===== src/rtl/irq_grp_pkg.sv =====
package irq_grp_pkg;

    localparam int ADDR_W = 3;

    // register word addresses
    localparam logic [ADDR_W-1:0] A_CAUSE = 3'd0;
    localparam logic [ADDR_W-1:0] A_CSET  = 3'd1;
    localparam logic [ADDR_W-1:0] A_MASK  = 3'd2;
    localparam logic [ADDR_W-1:0] A_MCLR  = 3'd3;
    localparam logic [ADDR_W-1:0] A_ABORT = 3'd4;
    localparam logic [ADDR_W-1:0] A_CTRL  = 3'd5;

    typedef enum logic [2:0] {
        SEL_CAUSE,
        SEL_MASK,
        SEL_ABORT,
        SEL_CTRL,
        SEL_NONE
    } rd_sel_e;

    typedef struct packed {
        logic    cause_wr;
        logic    cset_wr;
        logic    mask_wr;
        logic    mclr_wr;
        logic    abort_wr;
        logic    ctrl_wr;
        logic    rd;
        rd_sel_e rd_sel;
    } strobe_t;

    // per-bit next state of a cause bit: event > set > clear > hold
    function automatic logic cause_next(input logic cur, input logic evt,
                                        input logic set_hit, input logic clr_hit);
        if (evt)          return 1'b1;
        else if (set_hit) return 1'b1;
        else if (clr_hit) return 1'b0;
        else              return cur;
    endfunction

endpackage


===== src/rtl/irq_grp_decode.sv =====
module irq_grp_decode
    import irq_grp_pkg::*;
(
    input  logic              sel,
    input  logic              we,
    input  logic [ADDR_W-1:0] addr,
    output strobe_t           stb
);
    logic wr;
    assign wr = sel & we;

    always_comb begin
        stb          = '0;
        stb.rd       = sel & ~we;
        stb.cause_wr = wr && (addr == A_CAUSE);
        stb.cset_wr  = wr && (addr == A_CSET);
        stb.mask_wr  = wr && (addr == A_MASK);
        stb.mclr_wr  = wr && (addr == A_MCLR);
        stb.abort_wr = wr && (addr == A_ABORT);
        stb.ctrl_wr  = wr && (addr == A_CTRL);
        case (addr)
            A_CAUSE, A_CSET: stb.rd_sel = SEL_CAUSE;
            A_MASK,  A_MCLR: stb.rd_sel = SEL_MASK;
            A_ABORT:         stb.rd_sel = SEL_ABORT;
            A_CTRL:          stb.rd_sel = SEL_CTRL;
            default:         stb.rd_sel = SEL_NONE;
        endcase
    end
endmodule


===== src/rtl/irq_grp_cause.sv =====
module irq_grp_cause
    import irq_grp_pkg::*;
#(
    parameter int WIDTH = 32
) (
    input  logic             clk,
    input  logic             rst,
    input  logic [WIDTH-1:0] evt,
    input  logic             clr_wr,
    input  logic             set_wr,
    input  logic [WIDTH-1:0] wdata,
    output logic [WIDTH-1:0] cause
);
    for (genvar i = 0; i < WIDTH; i++) begin : g_bit
        logic q;
        always_ff @(posedge clk) begin
            if (rst) q <= 1'b0;
            else     q <= cause_next(q, evt[i], set_wr & wdata[i], clr_wr & ~wdata[i]);
        end
        assign cause[i] = q;
    end
endmodule


===== src/rtl/irq_grp_cfg.sv =====
module irq_grp_cfg
    import irq_grp_pkg::*;
#(
    parameter int WIDTH = 32
) (
    input  logic             clk,
    input  logic             rst,
    input  strobe_t          stb,
    input  logic [WIDTH-1:0] wdata,
    output logic [WIDTH-1:0] mask,
    output logic [WIDTH-1:0] abort_en,
    output logic [WIDTH-1:0] ctrl
);
    always_ff @(posedge clk) begin
        if (rst) begin
            mask     <= '1;
            abort_en <= '0;
            ctrl     <= '0;
        end else begin
            if (stb.mask_wr)      mask <= wdata;
            else if (stb.mclr_wr) mask <= mask & wdata;
            if (stb.abort_wr)     abort_en <= wdata;
            if (stb.ctrl_wr)      ctrl <= wdata;
        end
    end
endmodule


===== src/rtl/irq_grp.sv =====
module irq_grp
    import irq_grp_pkg::*;
#(
    parameter int WIDTH = 32
) (
    input  logic              clk,
    input  logic              rst,
    input  logic              bus_sel,
    input  logic              bus_we,
    input  logic [ADDR_W-1:0] bus_addr,
    input  logic [WIDTH-1:0]  bus_wdata,
    output logic [WIDTH-1:0]  bus_rdata,
    input  logic [WIDTH-1:0]  evt_in,
    output logic              irq_out,
    output logic              abort_req
);
    strobe_t          stb;
    logic [WIDTH-1:0] cause_q;
    logic [WIDTH-1:0] mask_q;
    logic [WIDTH-1:0] abort_q;
    logic [WIDTH-1:0] ctrl_q;
    logic [WIDTH-1:0] rd_mux;

    irq_grp_decode u_dec (
        .sel  (bus_sel),
        .we   (bus_we),
        .addr (bus_addr),
        .stb  (stb)
    );

    irq_grp_cause #(.WIDTH(WIDTH)) u_cause (
        .clk    (clk),
        .rst    (rst),
        .evt    (evt_in),
        .clr_wr (stb.cause_wr),
        .set_wr (stb.cset_wr),
        .wdata  (bus_wdata),
        .cause  (cause_q)
    );

    irq_grp_cfg #(.WIDTH(WIDTH)) u_cfg (
        .clk      (clk),
        .rst      (rst),
        .stb      (stb),
        .wdata    (bus_wdata),
        .mask     (mask_q),
        .abort_en (abort_q),
        .ctrl     (ctrl_q)
    );

    always_comb begin
        case (stb.rd_sel)
            SEL_CAUSE: rd_mux = cause_q;
            SEL_MASK:  rd_mux = mask_q;
            SEL_ABORT: rd_mux = abort_q;
            SEL_CTRL:  rd_mux = ctrl_q;
            default:   rd_mux = '0;
        endcase
    end

    always_ff @(posedge clk) begin
        if (rst)         bus_rdata <= '0;
        else if (stb.rd) bus_rdata <= rd_mux;
    end

    assign irq_out   = |(cause_q & ~mask_q);
    assign abort_req = |(cause_q & abort_q);
endmodule


===== config.mk =====
export PLATFORM = sky130hd
export DESIGN_NAME = irq_grp
export DESIGN_NICKNAME = d
export VERILOG_FILES = /design/src/rtl/irq_grp_pkg.sv /design/src/rtl/irq_grp_decode.sv /design/src/rtl/irq_grp_cause.sv /design/src/rtl/irq_grp_cfg.sv /design/src/rtl/irq_grp.sv
export SDC_FILE = /design/constraint.sdc
export NUM_CORES = 1
export LEC_CHECK = 0
export CORE_ASPECT_RATIO = 0.75
export CORE_MARGIN = 5
export CORE_UTILIZATION = 38
export CTS_CLUSTER_DIAMETER = 60
export DETAILED_ROUTE_END_ITERATION = 8
export PLACE_DENSITY_LB_ADDON = 0.08
export SLEW_MARGIN = 15
export SYNTH_ARGS = -nofsm -noshare
export SYNTH_HDL_FRONTEND = slang
export SYNTH_SLANG_ARGS = --single-unit

===== constraint.sdc =====
create_clock -name clk -period 3.9 [get_ports clk]
set_input_delay 0.585 -clock clk [delete_from_list [all_inputs] [get_ports clk]]
set_output_delay 0.585 -clock clk [all_outputs]
set_load 0.05 [all_outputs]

=== Yosys cells after proc, flatten, opt, wreduce, memory -nomap -nowiden ===
Index checks and enable logic that the tools add are counted.

* Register bits: 160
* Latch bits: 0
* RAM bits: 0
* Memory bits (read-only): 0
* Input port bits: 71
* Logic and storage cells: 292
* Memories kept: 0

* Add/sub/neg operators: 0
* Multiply operators: 0
* Div/mod/pow operators: 0
* $lt $le $gt $ge: 0
* Eq/ne operators: 8
* Shift operators: 0
* Mux-type cells: 100
* Bitwise gates (word level): 103
* Reduce and logical (&&, ||, !) cells: 45

{| class="wikitable"
|+ Operator list
! cell !! count
|-
| 32-bit one-hot mux with 4 select lines || 1
|-
| 32-bit AND || 3
|-
| 1-bit two-way mux || 96
|-
| 3-bit nonzero test || 32
|-
| 1-bit AND || 66
|-
| 32-bit two-way mux || 2
|-
| 32-bit OR reduction || 2
|-
| 1-bit inverter || 33
|-
| 32-bit inverter || 1
|-
| 3-bit by 2-bit equality test with 1-bit output, second input constant || 4
|-
| 3-bit one-hot mux with 4 select lines || 1
|-
| 3-bit by 1-bit equality test with 1-bit output, second input constant || 2
|-
| 3-bit equality test, second input constant || 2
|-
| 1-bit logical AND || 6
|-
| 3-bit logical NOT || 2
|-
| 2-bit OR reduction || 2
|-
| 2-bit nonzero test || 1
|}

=== Logic depth before layout (Yosys ltp) ===
* Depth after elaboration: 6
* Mapped depth: 6
* Mapped depth without buffers: 4

=== Modules after synthesis ===
From an unflattened synthesis, not the netlist that was laid out.

* Cells, all modules: 720
* Area total of the unflattened synthesis: 7373.3 sq um

{| class="wikitable"
|+ By module, submodules not included
! module !! instances !! cells an instance !! area an instance (sq um)
|-
| irq_grp_cfg || 1 || 351 || 3534.6
|-
| irq_grp || 1 || 185 || 2150.8
|-
| irq_grp_cause || 1 || 169 || 1579.0
|-
| irq_grp_decode || 1 || 15 || 108.9
|}

=== Worst setup path before layout ===
No wires, ideal clock.

* Kind: register to output
* Start: register u_cause.g_bit[25].q
* End: output abort_req
* Arrival time: 1.362 ns
* Path slack: 1.953 ns
* Stages on the path, launching flop included: 4
* Buffers on the path: 0
* Cells stage by stage: dfxtp_1 > a22oi_1 > nand4_1 > or4_1

* Longest elaborated chain between the ends: 2

{| class="wikitable"
|+ RTL lines
! what !! line !! text
|-
| start, declared || irq_grp_cause.sv:15 || <nowiki>logic q;</nowiki>
|-
| start signal, assigned || irq_grp_cause.sv:18 || <nowiki>else q <= cause_next(q, evt[i], set_wr & wdata[i], clr_wr & ~wdata[i]);</nowiki>
|-
| 32-bit AND || irq_grp.sv:67 || <nowiki>assign abort_req = |(cause_q & abort_q);</nowiki>
|-
| 32-bit OR reduction || irq_grp.sv:67 ||
|-
| end, declared || irq_grp.sv:15 || <nowiki>output logic abort_req</nowiki>
|}

Every way passes these cells.

=== Final worst setup path ===
* Start: register u_cause.g_bit[14].q
* End: output abort_req

* Longest elaborated chain between the ends: 2

{| class="wikitable"
|+ RTL lines
! what !! line
|-
| start, declared || irq_grp_cause.sv:15
|-
| start signal, assigned || irq_grp_cause.sv:18
|-
| 32-bit AND || irq_grp.sv:67
|-
| 32-bit OR reduction || irq_grp.sv:67
|}

Every way passes these cells.

==> metrics.cfg <==
[global_routing]
grtUsageTotal_pct = 22.1
grt_pass1_wl_mm = 39.2
grt_max_degree = 74
grt_overflow = 0
grt_pass1_vias = 6699
antenna_found_initial = 0

[clocking]
cts.sinks = 160
post_cts_resized = 0
clockBufferDepth = 2
cts_tree = yes
cts-hold-fix-buffers = 0
cts_setup_buffers = 0
clkSlewWorstSetupHoldPaths_ps = 60
htreeDepth = 4
cts_buffers = 17
clock_latency_ps = 420
root_buffer = clkbuf_16

[pwr]
power_frac_comb_pct = 12.7
p_total_uw = 3930
p_seq_share_pct = 44.7
pwr-share-clk_pct = 42.6
irDropWorstVdd_uv = 271
switching_share_pct = 26.8
cellPowerDensity_nw_per_um2 = 426
p_leak_uw = 0.00307
internal_power_uw = 2880
switchingPower_uw = 1050

[synth]
synth.most_common_cell = nand2_1
async_flop_share_pct = 0
syn_area_sq_um = 7470
synth_area_leader_cell = dfxtp_1
netlist_instances = 896
synth_edf_count = 0
synth_ff_type = dfxtp_1
ys_ff_latch = 160
yosys_warnings = 0
synthTopCellsByCount = 193 x nand2_1, 160 x dfxtp_1, 96 x a21oi_1, 80 x o22ai_1, 64 x mux2i_1
syn-num-nets = 967
yosysTopAreaCellShare_pct = 42.9
syn_avg_cell_area_sq_um = 8.33
synth.yosys.seq_area_share_pct = 42.9
yosys-top-cells-area = dfxtp_1 43%, nand2_1 9.7%, mux2i_1 8.6%
synth_cell_types = 27

[sta]
min_period_over_period_pct = 83.3
fmax_ghz = 0.308
holdWs_ps = 452
hold_viol_final = 0
fin_crit_ps = 3250
slew_violations = 0
rsz0062_at_grt = false
worst_pin_slew_ps = 1090
finalSetupViolCount = 0
totalNegativeSetupSlack_ps = 0
clock_skew_ps = 8.63
fin_ws_ps = 652
slew-limit-headroom_pct = 27.1

[drt]
antenna_left = 0
vias = 7041
drc = 0
drtIter0Drc = 657
routed_wl_mm = 25.2
post_drt_wl_per_cell_um = 20.5
first_pass_iters = 5
vias_per_cell = 5.73

[worst_setup_path]
crit_required_ps = 3310
cp.arrival_ps = 2660
reg2reg_slack_ps = 2680
criticalPathCategory = reg -> out
cp-start-kind = register
worstSetupEndpointType = primary output
path_max_fanout = 5

[job]
drv_cap = 0

[place]
pre_cts_slack_ps = 966
hpwl_mm = 16.6
numPortBuffers = 104
placed_area_sq_um = 8650
gp_congestion = 0.832

[final_layout]
num_antenna_cells = 0
fillers = 1875
area_growth_syn_to_layout_pct = 23.6
final_area_sq_um = 9230
drive_gt1_share_pct = 8.81
nNetsFinal = 1035

[die]
core_sq_um = 19300
die_y_um = 131
die_area_sq_um = 22600
rows = 44
initial_core_util_pct = 38.6
ios = 105
fp.dieW_um = 172

[min_path]
hold_class = reg -> reg

[run_status]
status = finished clean

[power groups by stage]
stage	Combinational, uW	Clock [uW]	Sequential [uW]
2_1_floorplan	247	0	1810
3_3_place_gp	498	0	1790
3_5_place_dp	498	0	1790
4_1_cts	500	1700	1760
5_1_grt	540	1760	1760
6_report	500	1680	1760
[critical path, cell delays in order (launching register included)]
cell             delay (ps)
dfxtp_1                 360
a22oi_1                 370
nand4_1                 180
or4_1                   590
clkdlybuf4s50_1         730
[cells by family after synthesis]
logic type	after synthesis	synth area share, %
compound gates	224	18.0
simple gates	343	24.5
flops	160	42.9
buf+inv	105	6.05
mux	64	8.58
[placed cells by master (no fill, tap or decap)]
| cell | count |
|---|---|
| nand4b_1 | 2 |
| or3_2 | 1 |
| clkdlybuf4s50_1 | 101 |
| inv_1 | 32 |
| clkinv_2 | 5 |
| a211oi_1 | 32 |
| nand2_1 | 193 |
| nor4_1 | 38 |
| nor2b_2 | 1 |
| nor2_2 | 1 |
| bufinv_16 | 2 |
| dfxtp_1 | 160 |
| mux2i_1 | 64 |
| or4_1 | 1 |
| clkinvlp_4 | 1 |
| nand4_1 | 6 |
| nor3_1 | 32 |
| nand2b_1 | 34 |
| buf_12 | 1 |
| clkbuf_16 | 17 |
| a21oi_1 | 96 |
| nor4b_4 | 1 |
| and4_1 | 1 |
| buf_2 | 1 |
| nor4_2 | 30 |
| and2b_1 | 1 |
| a22oi_1 | 16 |
| clkinv_4 | 1 |
| o22ai_1 | 80 |
| clkbuf_1 | 1 |
| inv_6 | 1 |
| clkbuf_8 | 3 |
| nor3_4 | 1 |
| buf_4 | 19 |
[flip-flops by register name (all words and copies together) (netlist names)]
name             count
u_cfg.ctrl          32
bus_rdata           32
u_cfg.mask          32
u_cause.g_bit.q     32
u_cfg.abort_en      32
[cell type report]
type | count | area, sq um | area share [%]
multi-input combinational | 631 | 3830 | 41.5
inverter | 32 | 120 | 1.30
clock inverter | 10 | 110 | 1.19
clock buffer | 21 | 470 | 5.10
sequential | 160 | 3200 | 34.7
tap | 253 | 317 | 3.43
timing repair buffer | 122 | 1180 | 12.8
[per-layer routing]
| metal | global-route usage (%) | vias to the layer above | share of wire (%) |
|---|---|---|---|
| met3 | 4.29 | 18 | 7.0 |
| li1 | - | 3368 | - |
| met4 | 3.71 | 0 | 0.59 |
| met5 | 0 | - | 0 |
| met2 | 32.5 | 256 | 43 |
| met1 | 33.9 | 3399 | 49 |
[per-stage QoR]
| step | utilization, % | instances |
|---|---|---|
| 2_1_floorplan | - | 896 |
| 3_3_place_gp | 44.8 | 1198 |
| 3_5_place_dp | 44.8 | 1198 |
| 4_1_cts | 47.8 | 1229 |
| 5_1_grt | 47.8 | 1229 |
| 6_report | 47.8 | 1229 |
[final timing paths]
check,startpoint,endpoint,cells past startpoint
worst max register to register,u_cause.g_bit[15].q$_SDFFE_PP0P_,bus_rdata[15]$_SDFFE_PP0P_,4
worst min-delay path,bus_rdata[30]$_SDFFE_PP0P_,bus_rdata[30]$_SDFFE_PP0P_,2
worst max-delay path,u_cause.g_bit[14].q$_SDFFE_PP0P_,abort_req,4
worst min register to register,bus_rdata[30]$_SDFFE_PP0P_,bus_rdata[30]$_SDFFE_PP0P_,2
Power figures use the tool's default switching activity.
